[src/rtl/fpa_pkg.sv]
package fpa_pkg;
    localparam int EW  = 8;
    localparam int FW  = 23;
    localparam int WW  = 1 + EW + FW;
    localparam int MW  = FW + 1;
    localparam int XW  = MW + 3;
    localparam int LZW = $clog2(XW + 1);
    localparam int EMAX = (1 << EW) - 1;

    typedef enum logic [1:0] {
        RM_NEAR = 2'b00,
        RM_ZERO = 2'b01,
        RM_UP   = 2'b10,
        RM_DOWN = 2'b11
    } rmode_e;

    typedef struct packed {
        logic          vld;
        logic          sgn_l;
        logic          sgn_s;
        logic [EW-1:0] exp;
        logic [XW-1:0] big;
        logic [XW-1:0] sml;
        rmode_e        rm;
    } s1_t;

    typedef struct packed {
        logic                 vld;
        logic                 sgn;
        logic signed [EW+1:0] exp;
        logic [XW-1:0]        mant;
        rmode_e               rm;
    } s2_t;

    typedef struct packed {
        logic          vld;
        logic [WW-1:0] res;
        logic          ovf;
        logic          unf;
    } s3_t;

    // right shift keeping every lost bit in the lowest (sticky) position
    function automatic logic [XW-1:0] align_rs(input logic [XW-1:0] m, input logic [EW-1:0] d);
        logic [XW-1:0] sh;
        logic [XW-1:0] lost;
        if (int'(d) >= XW)
            return {{(XW-1){1'b0}}, |m};
        sh   = m >> d;
        lost = m & ~({XW{1'b1}} << d);
        return {sh[XW-1:1], sh[0] | (|lost)};
    endfunction

    function automatic logic [LZW-1:0] lead_zeros(input logic [XW-1:0] m);
        logic [LZW-1:0] n;
        n = LZW'(XW);
        for (int i = 0; i < XW; i++)
            if (m[i]) n = LZW'(XW - 1 - i);
        return n;
    endfunction
endpackage

[src/rtl/fpa_align.sv]
module fpa_align
    import fpa_pkg::*;
(
    input  logic          clk,
    input  logic          rst,
    input  logic          in_vld,
    input  logic [WW-1:0] op_a,
    input  logic [WW-1:0] op_b,
    input  logic          op_sub,
    input  logic [1:0]    in_rm,
    output s1_t           q
);
    logic [EW-1:0] ea, eb, el, es;
    logic [MW-1:0] ma, mb, ml, ms;
    logic [EW+FW-1:0] ka, kb;
    logic sa, sb, swap;
    s1_t d;

    always_comb begin
        ea = op_a[WW-2 -: EW];
        eb = op_b[WW-2 -: EW];
        sa = op_a[WW-1];
        sb = op_b[WW-1] ^ op_sub;
        ma = (ea == '0) ? '0 : {1'b1, op_a[FW-1:0]};
        mb = (eb == '0) ? '0 : {1'b1, op_b[FW-1:0]};
        ka = {ea, ma[FW-1:0]};
        kb = {eb, mb[FW-1:0]};
        swap = kb > ka;
        el = swap ? eb : ea;
        es = swap ? ea : eb;
        ml = swap ? mb : ma;
        ms = swap ? ma : mb;
        d.vld   = in_vld;
        d.sgn_l = swap ? sb : sa;
        d.sgn_s = swap ? sa : sb;
        d.exp   = el;
        d.big   = {ml, 3'b000};
        d.sml   = align_rs({ms, 3'b000}, el - es);
        d.rm    = rmode_e'(in_rm);
    end

    always_ff @(posedge clk) begin
        if (rst) q <= '0;
        else     q <= d;
    end
endmodule

[src/rtl/fpa_addsub.sv]
module fpa_addsub
    import fpa_pkg::*;
(
    input  logic clk,
    input  logic rst,
    input  s1_t  p,
    output s2_t  q
);
    logic [XW:0] sum;
    logic        cy;
    s2_t d;

    always_comb begin
        if (p.sgn_l ^ p.sgn_s) sum = {1'b0, p.big} - {1'b0, p.sml};
        else                   sum = {1'b0, p.big} + {1'b0, p.sml};
        cy = sum[XW];
        d.vld  = p.vld;
        d.sgn  = p.sgn_l;
        d.rm   = p.rm;
        d.exp  = $signed({2'b00, p.exp} + {{(EW+1){1'b0}}, cy});
        d.mant = cy ? {sum[XW:2], sum[1] | sum[0]} : sum[XW-1:0];
    end

    always_ff @(posedge clk) begin
        if (rst) q <= '0;
        else     q <= d;
    end
endmodule

[src/rtl/fpa_round.sv]
module fpa_round
    import fpa_pkg::*;
(
    input  logic clk,
    input  logic rst,
    input  s2_t  p,
    output s3_t  q
);
    logic [LZW-1:0]       lz;
    logic [XW-1:0]        norm;
    logic signed [EW+1:0] en, er;
    logic                 g, rest, lsb, inexact, up, to_inf;
    logic [MW:0]          mr;
    logic [FW-1:0]        frac;
    s3_t d;

    always_comb begin
        lz   = lead_zeros(p.mant);
        norm = p.mant << lz;
        en   = p.exp - $signed({{(EW+2-LZW){1'b0}}, lz});
        lsb  = norm[3];
        g    = norm[2];
        rest = |norm[1:0];
        inexact = g | rest;
        unique case (p.rm)
            RM_NEAR: up = g & (rest | lsb);
            RM_ZERO: up = 1'b0;
            RM_UP:   up = inexact & ~p.sgn;
            default: up = inexact & p.sgn;
        endcase
        mr   = {1'b0, norm[XW-1:3]} + {{MW{1'b0}}, up};
        er   = en + $signed({{(EW+1){1'b0}}, mr[MW]});
        frac = mr[MW] ? mr[FW:1] : mr[FW-1:0];
        to_inf = (p.rm == RM_NEAR) || (p.rm == RM_UP && !p.sgn) || (p.rm == RM_DOWN && p.sgn);

        d.vld = p.vld;
        d.ovf = 1'b0;
        d.unf = 1'b0;
        if (p.mant == '0) begin
            d.res = {p.rm == RM_DOWN, {(WW-1){1'b0}}};
        end else if (en < 1) begin
            d.res = {p.sgn, {(WW-1){1'b0}}};
            d.unf = p.vld;
        end else if (er >= EMAX) begin
            d.ovf = p.vld;
            d.res = to_inf ? {p.sgn, {EW{1'b1}}, {FW{1'b0}}}
                           : {p.sgn, {(EW-1){1'b1}}, 1'b0, {FW{1'b1}}};
        end else begin
            d.res = {p.sgn, er[EW-1:0], frac};
        end
        if (!p.vld) d.res = '0;
    end

    always_ff @(posedge clk) begin
        if (rst) q <= '0;
        else     q <= d;
    end
endmodule

[src/rtl/fpa_top.sv]
module fpa_top
    import fpa_pkg::*;
(
    input  logic          clk,
    input  logic          rst,
    input  logic          in_vld,
    input  logic [WW-1:0] op_a,
    input  logic [WW-1:0] op_b,
    input  logic          op_sub,
    input  logic [1:0]    in_rm,
    output logic          out_vld,
    output logic [WW-1:0] result,
    output logic          ovf,
    output logic          unf
);
    s1_t st1;
    s2_t st2;
    s3_t st3;

    fpa_align u_align (
        .clk(clk), .rst(rst), .in_vld(in_vld), .op_a(op_a), .op_b(op_b),
        .op_sub(op_sub), .in_rm(in_rm), .q(st1)
    );

    fpa_addsub u_addsub (.clk(clk), .rst(rst), .p(st1), .q(st2));

    fpa_round u_round (.clk(clk), .rst(rst), .p(st2), .q(st3));

    assign out_vld = st3.vld;
    assign result  = st3.res;
    assign ovf     = st3.ovf;
    assign unf     = st3.unf;
endmodule

[config.mk]
export PLATFORM = sky130hd
export DESIGN_NAME = fpa_top
export DESIGN_NICKNAME = d
export VERILOG_FILES = /design/src/rtl/fpa_pkg.sv /design/src/rtl/fpa_align.sv /design/src/rtl/fpa_addsub.sv /design/src/rtl/fpa_round.sv /design/src/rtl/fpa_top.sv
export SDC_FILE = /design/constraint.sdc
export NUM_CORES = 1
export LEC_CHECK = 0
export CAP_MARGIN = 20
export CORE_UTILIZATION = 50
export CTS_BUF_LIST = sky130_fd_sc_hd__clkbuf_8
export CTS_CLUSTER_DIAMETER = 60
export DETAILED_ROUTE_END_ITERATION = 10
export DONT_BUFFER_PORTS = 1
export SYNTH_ARGS = -nofsm -noshare
export SYNTH_HDL_FRONTEND = slang
export SYNTH_SLANG_ARGS = --single-unit
[constraint.sdc]
create_clock -name clk -period 16.9 [get_ports clk]
set_input_delay 1.69 -clock clk [delete_from_list [all_inputs] [get_ports clk]]
set_output_delay 1.69 -clock clk [all_outputs]
set_load 0.05 [all_outputs]
==> impl_metrics.json <==
{
  "status": "finished, violations left",
  "violations": "DRC",
  "syn_area_mm2": 0.0135,
  "drc": 3,
  "timing.rr.end": "u_round.q[18]$_SDFF_PP0_",
  "hpwlAfterDp_mm": 34.0,
  "wl_per_cell_um": 20.7,
  "clockPowerShare_pct": 14.1,
  "yosysTopAreaCell": "dfxtp_1",
  "drt_iter0_drc": 1424,
  "design_area_mm2": 0.0140,
  "worst-path-max-fanout": 25,
  "period_minus_slack_ns": 8.03,
  "maxCapViolations": 0,
  "start_kind": "flip-flop",
  "dr.pass1.iters": 10,
  "r2r_cells": 26,
  "grt_pass1_vias": 12600,
  "synth_nets": 2005,
  "seq_area_frac_synth_pct": 20.6,
  "synth_top_area_share_pct": 20.6,
  "dp_cells": 2080,
  "die_height_um": 166,
  "clkLatencyLatePin_ns": 0.45,
  "routed_wl_mm": 43.7,
  "dieWidth_um": 166,
  "cts_resized": 0,
  "final_cell_count_no_fill": 2113,
  "synthFlopType": "dfxtp_1",
  "swShare_pct": 53.1,
  "cts_buffer_depth": 2,
  "core.rowCount": 59,
  "antenna_cells": 0,
  "period_share_pct": 47.5,
  "skew_ns": 0.0259,
  "overflow": 0,
  "p_int_uw": 916,
  "min_from": "u_align.q[1]$_SDFF_PP0_",
  "die_area_mm2": 0.0276,
  "relSlewSlack_pct": 30.7,
  "cts_tree": "done",
  "rsz0062_at_grt": "no",
  "clk_pin_slew_ns": 0.10,
  "crit_arrival_ns": 8.40,
  "pwr-share-seq_pct": 22.0,
  "clock-sinks": 139,
  "reg2reg_from": "u_addsub.q[13]$_SDFF_PP0_",
  "netlist_top_cells_area": "dfxtp_1, ha_1, a21oi_1",
  "final_cell_mix": "nor2_1, nand2_1, a21oi_1",
  "power_mw": 1.95,
  "critPathRequiredTime_ns": 17.27,
  "netSwitchingPower_mw": 1.04,
  "hold_end": "u_addsub.q[1]$_SDFF_PP0_",
  "nNetsFinal": 1931,
  "comb_power_share_pct": 63.9,
  "grtUsageTotal_pct": 31.6,
  "max_freq_mhz": 125,
  "mostFrequentLayoutCell": "nor2_1",
  "hold_class": "reg2reg",
  "fin_setup_tns_ns": 0,
  "antenna_left": 0,
  "syn_area_per_cell_um2": 7.33,
  "viasPerCell": 6.32,
  "final_max_slew_viol_count": 0,
  "htree_levels": 4,
  "placed_area_mm2": 0.0136,
  "cp-end-kind": "flip-flop",
  "r2r_slack_ns": 8.87,
  "grt_start_max_net_pins": 81,
  "path_class": "reg2reg",
  "postSynthCellCount": 1839,
  "hold_path_depth": 1,
  "finalSetupViolations": 0,
  "p_leak_nw": 5.62,
  "vias": 13400,
  "ys_seq_elements": 139,
  "coreArea_mm2": 0.0263,
  "cts_made_buffers": 17,
  "ys_async_sr_fraction_pct": 0,
  "antenna_found_initial": 0,
  "holdBufCountCts": 0,
  "nFillCells": 2558,
  "clock-root-buffer": "clkbuf_8",
  "syn2layout_area_growth_pct": 3.79,
  "synth_edf_count": 0,
  "post_cts_buffers": 0,
  "netlist-cell-type-count": 112,
  "gp_congestion": 1.08,
  "tightestPinTransition_ns": 1.03,
  "io_pins": 105,
  "grt_first_pass_wirelength_mm": 69.9,
  "hold_viol_final": 0,
  "final_util_pct": 53.2,
  "vdd_drop_max_mv": 0.0747,
  "synth_warnings": 0,
  "pwr_density_cell_mw_per_mm2": 140,
  "port_buffers": 0,
  "drive_gt1_share_pct": 8.04,
  "initial_core_util_pct": 51.3
}
[per-layer routing]
metal | track usage, % | wire, um | vias up
met5 | 0 | 0 | -
met4 | 20.3 | 2780 | 0
met3 | 3.48 | 2410 | 150
met2 | 52.3 | 20300 | 588
met1 | 39.2 | 18100 | 6143
li1 | - | - | 6469
[flip-flops by register name, summed over array words and instances (netlist names)]
| signal | cells |
|---|---|
| u_round.q | 35 |
| u_align.q | 64 |
| u_addsub.q | 40 |
[through the flow]
step           setup WS (ns)  hold slack (ns)
2_1_floorplan           9.54            0.414
3_3_place_gp            9.16            0.421
3_5_place_dp            8.98            0.426
4_1_cts                 8.97            0.450
5_1_grt                 8.25            0.460
6_report                8.87            0.445
[kinds of logic (layout without fill, tap and decap cells)]
kind of cell / Yosys count / in the layout / synth area share, %
adder cells (fa/ha/maj): 96 / 96 / 9.02
flip-flops: 139 / 139 / 20.6
buffers and inverters: 210 / 149 / 6.46
AO/OA/AOI/OAI: 546 / 546 / 27.0
multiplexers: 82 / 82 / 7.14
AND/OR/NAND/NOR: 701 / 701 / 25.5
XOR/XNOR: 65 / 65 / 4.22
[cell type report]
| type | count | area, um2 | area share, % |
|---|---|---|---|
| sequential | 139 | 2780 | 19.9 |
| inverter | 98 | 370 | 2.65 |
| multi-input combinational | 1490 | 9870 | 70.5 |
| clock buffer | 17 | 234 | 1.67 |
| clock inverter | 15 | 178 | 1.27 |
| tap | 335 | 419 | 3.00 |
| timing repair buffer | 19 | 140 | 1.00 |
[power groups by stage]
stage                     clock network, mW  registers, mW  logic [mW]
after detailed placement                  0          0.436        1.21
after global placement                    0          0.435        1.21
after floorplan                           0          0.400       0.956
after global routing                  0.299          0.433        1.35
final                                 0.276          0.430        1.25
after CTS                             0.286          0.428        1.22
[worst max-delay path: stages (launching register included)]
cell	delay [ns]
dfxtp_1	0.65
nor3_1	0.12
a2111o_1	0.46
nor4_4	0.50
a21oi_4	0.35
inv_2	0.46
a21oi_1	0.21
mux2_1	0.35
nor2_1	0.11
ha_1	0.22
ha_1	0.22
inv_1	0.08
nor4b_4	0.35
nand4b_2	0.23
nor3b_4	0.43
and2_1	0.38
ha_1	0.24
ha_1	0.19
and3_1	0.20
xnor2_1	0.11
o41a_1	0.44
o31ai_1	0.23
o311ai_1	0.13
buf_4	0.18
a2111o_1	0.57
or2_2	0.42
o21ai_0	0.11
[synthesized netlist by cell type (5+ instances only)]
cell / number
buf_1: 7
buf_4: 7
xor2_1: 24
nor3_1: 49
xnor2_1: 41
or3_1: 19
nand3_1: 46
and3_1: 11
o2111ai_1: 5
o22ai_1: 11
and2_1: 25
a311oi_1: 6
o211ai_1: 15
nor3b_1: 8
nand2b_1: 19
mux2_2: 11
dfxtp_1: 139
mux4_2: 10
nor4_1: 20
nand2_1: 204
a221oi_1: 5
inv_1: 93
nor2b_1: 28
nor2_1: 211
o31ai_1: 18
o21a_1: 11
o211a_1: 5
o21ai_1: 9
buf_2: 30
a21o_1: 11
clkbuf_1: 65
o21bai_1: 11
or2_2: 10
a211oi_1: 45
a31oi_1: 13
and4_1: 6
nand4_1: 10
a221o_1: 6
a21oi_1: 173
mux2i_1: 59
ha_1: 94
o21ai_0: 109
a22oi_1: 11
[how the worst max path moves through the flow]
stage	depth (start not counted)	slack, ns	end	start
final	26	8.87	u_round.q[18]$_SDFF_PP0_	u_addsub.q[13]$_SDFF_PP0_
after global routing	26	8.25	u_round.q[18]$_SDFF_PP0_	u_addsub.q[13]$_SDFF_PP0_
after CTS	26	8.97	u_round.q[18]$_SDFF_PP0_	u_addsub.q[13]$_SDFF_PP0_
after detailed placement	18	8.98	u_align.q[25]$_SDFF_PP0_	op_b[24]
after global placement	18	9.16	u_align.q[25]$_SDFF_PP0_	op_b[24]
after floorplan	27	9.54	u_align.q[25]$_SDFF_PP0_	op_b[24]
(Power assumes the default switching activity.)
